<file path="src/rtl/dra_pkg.sv">
package dra_pkg;
  typedef enum logic [1:0] {
    VERDICT_NONE  = 2'd0,
    VERDICT_ALLOC = 2'd1,
    VERDICT_HIT   = 2'd2,
    VERDICT_RETRY = 2'd3
  } verdict_t;
endpackage

</file>
<file path="src/rtl/dra_slot_table.sv">
module dra_slot_table #(
  parameter int NUM_SLOTS = 8,
  parameter int MID_W     = 4,
  parameter int TAG_W     = 40,
  localparam int IDX_W    = $clog2(NUM_SLOTS)
) (
  input  logic                 clk,
  input  logic                 rst,
  input  logic                 wr_en,
  input  logic [IDX_W-1:0]     wr_idx,
  input  logic [TAG_W-1:0]     wr_tag,
  input  logic                 clr_en,
  input  logic [IDX_W-1:0]     clr_idx,
  input  logic [TAG_W-1:0]     probe_tag,
  output logic [NUM_SLOTS-1:0] live_vec,
  output logic [NUM_SLOTS-1:0] match_vec,
  output logic [NUM_SLOTS-1:0] owner_vec
);
  // The master identifier occupies the top MID_W bits of each tag.
  logic [TAG_W-1:0] tag_q [NUM_SLOTS];

  for (genvar s = 0; s < NUM_SLOTS; s++) begin : g_slot
    always_ff @(posedge clk) begin
      if (rst) begin
        live_vec[s] <= 1'b0;
      end else if (wr_en && wr_idx == IDX_W'(s)) begin
        live_vec[s] <= 1'b1;
      end else if (clr_en && clr_idx == IDX_W'(s)) begin
        live_vec[s] <= 1'b0;
      end
    end

    always_ff @(posedge clk) begin
      if (wr_en && wr_idx == IDX_W'(s)) tag_q[s] <= wr_tag;
    end

    assign match_vec[s] = live_vec[s] && (tag_q[s] == probe_tag);
    assign owner_vec[s] = live_vec[s] &&
      (tag_q[s][TAG_W-1 -: MID_W] == probe_tag[TAG_W-1 -: MID_W]);
  end
endmodule

</file>
<file path="src/rtl/dra_first_set.sv">
module dra_first_set #(
  parameter int N      = 8,
  localparam int IDX_W = $clog2(N)
) (
  input  logic [N-1:0]     vec,
  output logic             found,
  output logic [IDX_W-1:0] idx
);
  always_comb begin
    idx = '0;
    for (int i = N - 1; i >= 0; i--) begin
      if (vec[i]) idx = IDX_W'(i);
    end
  end
  assign found = |vec;
endmodule

</file>
<file path="src/rtl/dra_popcount.sv">
module dra_popcount #(
  parameter int N      = 8,
  localparam int CNT_W = $clog2(N + 1)
) (
  input  logic [N-1:0]     vec,
  output logic [CNT_W-1:0] count
);
  always_comb begin
    count = '0;
    for (int i = 0; i < N; i++) count = count + CNT_W'(vec[i]);
  end
endmodule

</file>
<file path="src/rtl/dread_admit.sv">
module dread_admit #(
  parameter int NUM_SLOTS = 8,
  parameter int MID_W     = 4,
  parameter int ADDR_W    = 32,
  parameter int CMD_W     = 4,
  localparam int IDX_W    = $clog2(NUM_SLOTS),
  localparam int CNT_W    = $clog2(NUM_SLOTS + 1)
) (
  input  logic              clk,
  input  logic              rst,
  input  logic              req_valid,
  input  logic [MID_W-1:0]  req_master,
  input  logic [ADDR_W-1:0] req_addr,
  input  logic [CMD_W-1:0]  req_cmd,
  input  logic              rel_valid,
  input  logic [IDX_W-1:0]  rel_index,
  input  logic [CNT_W-1:0]  cfg_limit,
  input  logic              cfg_one_per_master,
  output logic              rsp_valid,
  output logic              rsp_accept,
  output logic              rsp_retry,
  output logic              rsp_hit,
  output logic [IDX_W-1:0]  rsp_alloc_idx,
  output logic [IDX_W-1:0]  rsp_hit_idx
);
  import dra_pkg::*;

  localparam int TAG_W = MID_W + ADDR_W + CMD_W;

  logic [TAG_W-1:0]     req_tag;
  logic [NUM_SLOTS-1:0] live_vec, match_vec, owner_vec;
  logic                 hit_found, free_found;
  logic [IDX_W-1:0]     hit_idx, free_idx;
  logic [CNT_W-1:0]     live_cnt, cap;
  logic                 over_cap, owner_busy;
  verdict_t             verdict;

  assign req_tag = {req_master, req_addr, req_cmd};

  dra_slot_table #(.NUM_SLOTS(NUM_SLOTS), .MID_W(MID_W), .TAG_W(TAG_W)) u_table (
    .clk       (clk),
    .rst       (rst),
    .wr_en     (verdict == VERDICT_ALLOC),
    .wr_idx    (free_idx),
    .wr_tag    (req_tag),
    .clr_en    (rel_valid),
    .clr_idx   (rel_index),
    .probe_tag (req_tag),
    .live_vec  (live_vec),
    .match_vec (match_vec),
    .owner_vec (owner_vec)
  );

  dra_first_set #(.N(NUM_SLOTS)) u_hit_pick (
    .vec (match_vec), .found (hit_found), .idx (hit_idx)
  );

  dra_first_set #(.N(NUM_SLOTS)) u_free_pick (
    .vec (~live_vec), .found (free_found), .idx (free_idx)
  );

  dra_popcount #(.N(NUM_SLOTS)) u_count (
    .vec (live_vec), .count (live_cnt)
  );

  assign cap        = (cfg_limit > CNT_W'(NUM_SLOTS)) ? CNT_W'(NUM_SLOTS) : cfg_limit;
  assign over_cap   = (live_cnt >= cap) || !free_found;
  assign owner_busy = cfg_one_per_master && (|owner_vec);

  always_comb begin
    if (!req_valid)              verdict = VERDICT_NONE;
    else if (hit_found)          verdict = VERDICT_HIT;
    else if (over_cap || owner_busy) verdict = VERDICT_RETRY;
    else                         verdict = VERDICT_ALLOC;
  end

  always_ff @(posedge clk) begin
    if (rst) begin
      rsp_valid     <= 1'b0;
      rsp_accept    <= 1'b0;
      rsp_retry     <= 1'b0;
      rsp_hit       <= 1'b0;
      rsp_alloc_idx <= '0;
      rsp_hit_idx   <= '0;
    end else begin
      rsp_valid     <= verdict != VERDICT_NONE;
      rsp_accept    <= (verdict == VERDICT_ALLOC) || (verdict == VERDICT_HIT);
      rsp_retry     <= verdict == VERDICT_RETRY;
      rsp_hit       <= verdict == VERDICT_HIT;
      rsp_alloc_idx <= (verdict == VERDICT_ALLOC) ? free_idx : '0;
      rsp_hit_idx   <= (verdict == VERDICT_HIT) ? hit_idx : '0;
    end
  end
endmodule

</file>
<file path="config.mk">
export PLATFORM = sky130hd
export DESIGN_NAME = dread_admit
export DESIGN_NICKNAME = d
export VERILOG_FILES = /design/src/rtl/dra_pkg.sv /design/src/rtl/dra_slot_table.sv /design/src/rtl/dra_first_set.sv /design/src/rtl/dra_popcount.sv /design/src/rtl/dread_admit.sv
export SDC_FILE = /design/constraint.sdc
export NUM_CORES = 1
export LEC_CHECK = 0
export ABC_AREA = 1
export BUFFER_PORTS_ARGS = -buffer_cell sky130_fd_sc_hd__buf_2
export CAP_MARGIN = 5
export CORE_ASPECT_RATIO = 1.75
export CORE_MARGIN = 1.5
export CORE_UTILIZATION = 35
export DETAILED_ROUTE_END_ITERATION = 8
export PLACE_DENSITY = 0.53
export SLEW_MARGIN = 30
export SYNTH_ARGS = -nofsm -noshare
export SYNTH_HDL_FRONTEND = slang
export SYNTH_SLANG_ARGS = --single-unit
export TNS_END_PERCENT = 10
</file>
<file path="constraint.sdc">
create_clock -name clk -period 8.1 [get_ports clk]
set_input_delay 2.43 -clock clk [delete_from_list [all_inputs] [get_ports clk]]
set_output_delay 2.43 -clock clk [all_outputs]
set_load 0.01 [all_outputs]
</file>
Word-level counts from Yosys, hierarchy flattened. Memories as Yosys holds them, arrays and structs flattened. Index checks and enable logic that the tools add are counted.

Bits of input ports: 52. Memories kept: 1. Register bits after elaboration: 18. Output and inout bits: 10. Logic and storage cells: 196. RAM bits: 320.

Memories: u_table.tag_q (words 8, bits a word 40, rd ports 8, clocked after memory_dff 0, write ports 1, line dra_slot_table.sv:20) `logic [TAG_W-1:0] tag_q [NUM_SLOTS];`.

Add/subtract/negate cells: 7. Muxes and demuxes: 72. Bitwise operators: 3. Eq/ne operators: 33. Order comparisons: 2. Reductions and logical operators: 62.

Operators by type and width (count): 40-bit == test (8); 40-bit 2-to-1 mux (7); 40-bit OR reduction (7); 3-bit 2-to-1 mux (19); 1-bit 2-to-1 mux (40); 1-bit logical AND (33); 4-bit == test (8); 4-bit by 1-bit adder with 4-bit output (6); 3-bit == test (second input constant) (8); 8-bit OR reduction (3); 2-bit nonzero test (9); 3-bit by 2-bit == test with 1-bit output (second input constant) (4); 2-bit 2-to-1 mux (5); 8-bit NOT (1); 3-bit by 1-bit == test with 1-bit output (second input constant) (2); 3-bit logical NOT (2); 6-bit OR reduction (1); 2-bit == test (second input constant) (2); 4-bit greater-or-equal comparator (1); 4-bit > comparator (second input constant) (1); 4-bit 2-to-1 mux (1); 4-bit OR reduction (1); 1-bit logical OR (3); 3-bit OR reduction (1); 5 further kinds (6).

Depth between registers and ports, before layout.
Depth after elaboration: 25. Gate-level depth with buffers: 19. Depth with buffers taken out: 19.

By module. Synthesis repeated with hierarchy kept, for this count alone.

Cells, all modules: 1468. Area total of the unflattened synthesis: 15805.2 µm².

By module, submodules not included: dra_slot_table (area an instance 14916.8 µm², seq. area each 9769.4 µm², times used 1, cells an instance 1324); dread_admit (area an instance 489.2 µm², seq. area each 200.2 µm², times used 1, cells an instance 71); dra_popcount (area an instance 201.4 µm², seq. area each 0.0 µm², times used 1, cells an instance 29); dra_first_set (area an instance 98.8 µm², seq. area each 0.0 µm², times used 2, cells an instance 22).

Worst setup path before layout. Ideal clock, no wire load.

Kind: input -> register. Start: input cfg_limit[0]. End: memory u_table.tag_q[5][0] (netlist: u_table.tag_q[1][40]) (enable). Cell stages on the path: 13. Slack: 2.758 ns. Path buffers: 0. Data arrival time: 4.937 ns. Required time: 7.695 ns. Cells stage by stage: nor3_1 > o21ai_0 > ha_1 > o21a_1 > o21ai_0 > nand2_1 > a21oi_1 > nand2_2 > nor2_8 > inv_2 > nor2_4 > nand2_4 > nor2_2.

Longest elaborated chain between the ends: 20. Elaborated cells between the ends (all ways): 54. Classes of those cells: order compare (2); eq/ne (1); mux (34); reduce/logical (17).

Ends and longest elaborated chain: start: declaration (line dread_admit.sv:17) `input logic [CNT_W-1:0] cfg_limit,`; 4-bit > comparator (line dread_admit.sv:66) `assign cap = (cfg_limit > CNT_W'(NUM_SLOTS)) ? CNT_W'(NUM_SLOTS) : cfg_limit;`; 4-bit 2-to-1 mux * (line dread_admit.sv:66); 4-bit greater-or-equal comparator * (line dread_admit.sv:67) `assign over_cap = (live_cnt >= cap) || !free_found;`; 1-bit logical OR * (line dread_admit.sv:67); 1-bit logical OR * (line dread_admit.sv:73) `else if (over_cap || owner_busy) verdict = VERDICT_RETRY;`; 2-bit 2-to-1 mux * (line dread_admit.sv:73); 2-bit 2-to-1 mux * (line dread_admit.sv:72) `else if (hit_found) verdict = VERDICT_HIT;`; 2-bit 2-to-1 mux * (line dread_admit.sv:71) `if (!req_valid) verdict = VERDICT_NONE;`; 2-bit by 1-bit == test with 1-bit output * (line dread_admit.sv:43) `.wr_en (verdict == VERDICT_ALLOC),`; 1-bit logical AND (line dra_slot_table.sv:34) `if (wr_en && wr_idx == IDX_W'(s)) tag_q[s] <= wr_tag;`; 1-bit 2-to-1 mux (line dra_slot_table.sv:34); 1-bit 2-to-1 mux (implied by the code) (line dra_slot_table.sv:34); 40-bit OR reduction (no source line); 3-bit 2-to-1 mux (no source line) or 1-bit 2-to-1 mux (tied branches) (7 in a row); end: declaration (line dra_slot_table.sv:20).

Every way passes the cells marked *; elsewhere a longest branch is shown, timed or not.

Worst setup path after layout.
Start: register u_table.live_vec[1]. End: memory u_table.tag_q[6][6] (netlist: u_table.tag_q[1][86]) (enable).

Longest elaborated chain between the ends: 25. Elaborated cells between the ends (all ways): 77. Classes of those cells: add/sub (7); order compare (1); eq/ne (8); mux (35); bitwise (1); reduce/logical (25).

Ends and longest elaborated chain: start: declaration (line dra_slot_table.sv:15) `output logic [NUM_SLOTS-1:0] live_vec,`; start signal: indexed assignment (line dra_slot_table.sv:25) `live_vec[s] <= 1'b0;`; start signal: indexed assignment (line dra_slot_table.sv:27) `live_vec[s] <= 1'b1;`; start signal: indexed assignment (line dra_slot_table.sv:29) `live_vec[s] <= 1'b0;`; 1-bit by 1-bit adder with 2-bit output (line dra_popcount.sv:10) `for (int i = 0; i < N; i++) count = count + CNT_W'(vec[i]);`; 4-bit by 1-bit adder with 4-bit output (6 in a row) (line dra_popcount.sv:10); 4-bit greater-or-equal comparator (line dread_admit.sv:67); 1-bit logical OR (line dread_admit.sv:67); 1-bit logical OR (line dread_admit.sv:73); 2-bit 2-to-1 mux (line dread_admit.sv:73); 2-bit 2-to-1 mux (line dread_admit.sv:72); 2-bit 2-to-1 mux (line dread_admit.sv:71); 2-bit by 1-bit == test with 1-bit output (line dread_admit.sv:43); 1-bit logical AND (line dra_slot_table.sv:34); 1-bit 2-to-1 mux (line dra_slot_table.sv:34); 1-bit 2-to-1 mux (implied by the code) (line dra_slot_table.sv:34); 40-bit OR reduction (no source line); 3-bit 2-to-1 mux (no source line) or 1-bit 2-to-1 mux (tied branches) (7 in a row).

Several ways; a longest one is shown, not always the timed one.

==> impl_metrics.json <==
{
  "slowest_stage": "fa_1",
  "finalClockSkew_ns": 0.0215,
  "area.growth.synth_to_final_pct": 11.1,
  "timing.critical_path.from_type": "register",
  "worstSetupPathType": "reg2reg",
  "p_leak_nw": 6.31,
  "antenna_found_initial": 2,
  "wl_um": 35000,
  "synth_fa_ha_area_share_pct": 1.06,
  "yosys_warnings": 0,
  "final_min_period_over_clock_period_pct": 63.6,
  "crit_path_frequent_cell": "fa_1",
  "cp_data_arrival_time_ns": 5.29,
  "cts_setup_buffers": 0,
  "gr-usage-met2_pct": 28.2,
  "area_fraction_in_compound_gates_after_synthesis_pct": 1.23,
  "dp_hpwl_um": 23200,
  "critical_path_required_ns": 8.24,
  "drt-initial-drc-count": 608,
  "core_region_area_um2": 44400,
  "worstPathMaxFanout": 40,
  "yosys.cell_types.count": 38,
  "maxCapViolCount": 0,
  "clk_pin_slew_ns": 0.06,
  "clk_root_buf": "clkbuf_16",
  "cpLargestDelayFamily": "adder cells",
  "floorplan.initialDensity_pct": 35.6,
  "most_area_hungry_cell_type_in_the_yosys_netlist": "edfxtp_1",
  "timing_worst_slew_pin_value_ns": 0.676,
  "wl_per_cell_um": 17.3,
  "maxClockFrequency_ghz": 0.194,
  "holdPathEnd": "u_table.live_vec[7]",
  "timing.rr.end": "u_table.tag_q[1][86]",
  "portBuffers": 61,
  "drt_pass1_iterations": 5,
  "finalNonFillerCells": 2021,
  "final.setup.tns_ns": 0,
  "synth_top_family_by_area": "simple AND/OR/NAND/NOR gates",
  "final-max-slew-violation-count": 0,
  "post-place-cells": 1961,
  "clockBufferDepth": 3,
  "postSynthRegisterBits": 338,
  "share_of_post_route_cells_with_drive_strength_above_1_pct": 11.5,
  "final_period_minus_worst_setup_slack_ns": 5.15,
  "layout.cells.most_common_list": "351 x nand2_1, 320 x edfxtp_1, 238 x xnor2_1",
  "post_synth_and_or_nand_nor_area_fraction_pct": 15.1,
  "grt_max_degree": 41,
  "floorplan.die_area_um2": 46500,
  "gr-usage-met3_pct": 1.93,
  "synth_edf_count": 320,
  "postCtsResizedCells": 0,
  "numCtsBuffers": 34,
  "setup.worst_path.end_class": "register",
  "worstPathCellList": "ha_1 -> inv_1 -> fa_1 -> fa_1 -> fa_1 -> fa_1 -> inv_1 -> ha_1 -> o21a_1 -> o21ai_0 -> nand2_1 -> a21oi_1 -> nand2_2 -> nor2_8 -> inv_2 -> nor2_4 -> nand2_4 -> nor2_4 -> buf_4",
  "cts.sink_count": 338,
  "finalHoldViolations": 0,
  "worst-path-buf-inv": 4,
  "min_path_cells": 2,
  "netlist_area_um2": 15800,
  "clkLatencyLatePin_ns": 0.52,
  "start_of_the_worst_register_to_register_path": "u_table.live_vec[1]",
  "most_frequent_standard_cell_in_the_layout_excluding_fill_and_tap_cells": "nand2_1",
  "n_fill_cell": 4266,
  "synth-main-ff-cell": "edfxtp_1",
  "synthXorXnorAreaFrac_pct": 13.2,
  "rrSetupSlack_ns": 2.95,
  "grt_pass1_vias": 9059,
  "detail_route.vias_per_cell": 4.53,
  "hold_fix_buffers_cts": 0,
  "synth_nets": 1430,
  "cpPeakStageDelay_ns": 0.55,
  "cts_tree": "done",
  "synth.mux.area_fraction_pct": 0,
  "global_route.usage.total_pct": 15.3,
  "routed-via-count": 9153,
  "grt_overflow_total": 0,
  "drc": 0,
  "postSynth.asyncResetShare_pct": 0,
  "grt_first_pass_wirelength_um": 53400,
  "setup_viol": 0,
  "worst_setup_path_startpoint": "u_table.live_vec[1]",
  "ant_nets": 0,
  "ys_seq_area_share_pct": 63.1,
  "synth.area.top_cells": "edfxtp_1 61%, xnor2_1 13%, nand2_1 8.3%",
  "antenna_cells_inserted": 0,
  "floorplan.io_pins": 62,
  "cts_htree_levels": 2,
  "fin_nets": 1488,
  "std_cell_rows": 102,
  "status": "completed",
  "reg2regPathDepth": 19,
  "die_y_um": 284,
  "fin_util_pct": 39.5,
  "rel_slew_slack_pct": 55.0,
  "synthesis.instances": 1367,
  "synth.top_cell.area_share_pct": 60.8,
  "hold_path_class": "reg2reg",
  "min_from": "u_table.live_vec[7]",
  "gr-usage-met1_pct": 17.7,
  "post_synth.cell_area_avg_um2": 11.6,
  "floorplan.die.width_um": 164,
  "grt_most_used_layer": "met2",
  "p_per_area_nw_per_um2": 216,
  "rsz0062_at_grt": "false",
  "worst_ir_drop_vdd_mv": 0.140,
  "weighted_congestion_at_the_end_of_routability_driven_global_placement": 0.826
}
[state kept, by name, summed over array words and instances, names as in the netlist]
register	count
u_table.tag_q	320
u_table.live_vec	8
rsp_alloc_idx	3
rsp_hit_idx	3
rsp_accept	1
rsp_hit	1
rsp_retry	1
rsp_valid	1
[power breakdown]
| part | switching (mW) | internal (mW) | total, mW |
|---|---|---|---|
| clock | 0.669 | 0.929 | 1.60 |
| sequential | 0.0121 | 1.94 | 1.96 |
| combinational | 0.162 | 0.0865 | 0.248 |
[worst reg2reg max path: stages, from the launching register on]
cell and delay (ns):
dfxtp_1 0.47, ha_1 0.29, inv_1 0.06, fa_1 0.43, fa_1 0.46, fa_1 0.43, fa_1 0.55, inv_1 0.05
ha_1 0.26, o21a_1 0.10, o21ai_0 0.16, nand2_1 0.08, a21oi_1 0.20, nand2_2 0.13, nor2_8 0.16, inv_2 0.06
nor2_4 0.12, nand2_4 0.11, nor2_4 0.10, buf_4 0.54
[cells in the mapped netlist, drive strengths merged (3+ instances only)]
| master | number |
|---|---|
| nand3 | 15 |
| nand4 | 42 |
| fa | 4 |
| inv | 145 |
| a21oi | 16 |
| buf | 41 |
| o21ai | 11 |
| nor2 | 134 |
| nor3 | 3 |
| ha | 7 |
| dfxtp | 18 |
| nand2 | 364 |
| edfxtp | 320 |
| xnor2 | 238 |
[layer usage]
layer,routed length [um],share of wire (%)
met1,14200,41
met2,18700,53
met3,1060,3.0
met4,1090,3.1
met5,11,0.031
[cell families after synthesis]
kind of cell	after synthesis
buf+inv	187
compound gates	33
flops	338
simple gates	560
fa+ha+maj	11
xor+xnor	238
[final cells by class]
class                      count  area (um2)  share of cell area (%)
timing repair buffer          64         328                    1.87
sequential                   338        9970                    56.8
clock buffer                  44         952                    5.42
clock inverter                16         161                   0.919
tap                          572         716                    4.08
inverter                     145         579                    3.30
multi-input combinational    842        4860                    27.7
[through the flow]
stage	hold slack, ns	area, um2	total power [mW]	setup slack (ns)
2_1_floorplan	0.467	15800	2.18	2.76
3_3_place_gp	0.509	16400	2.25	2.65
3_5_place_dp	0.506	16400	2.25	2.78
4_1_cts	0.515	17600	3.85	2.94
5_1_grt	0.553	17600	3.93	2.75
6_report	0.511	17600	3.80	2.95
[worst max path at each step]
stage	endpoint	slack [ns]	cells after the start
after CTS	u_table.tag_q[1][86]	2.94	19
after global placement	u_table.tag_q[0][4]	2.65	12
final	u_table.tag_q[1][86]	2.95	19
after detailed placement	u_table.tag_q[1][107]	2.78	14
after global routing	u_table.tag_q[1][42]	2.75	19
after floorplan	u_table.tag_q[1][40]	2.76	13
(Power assumes the default switching activity.)
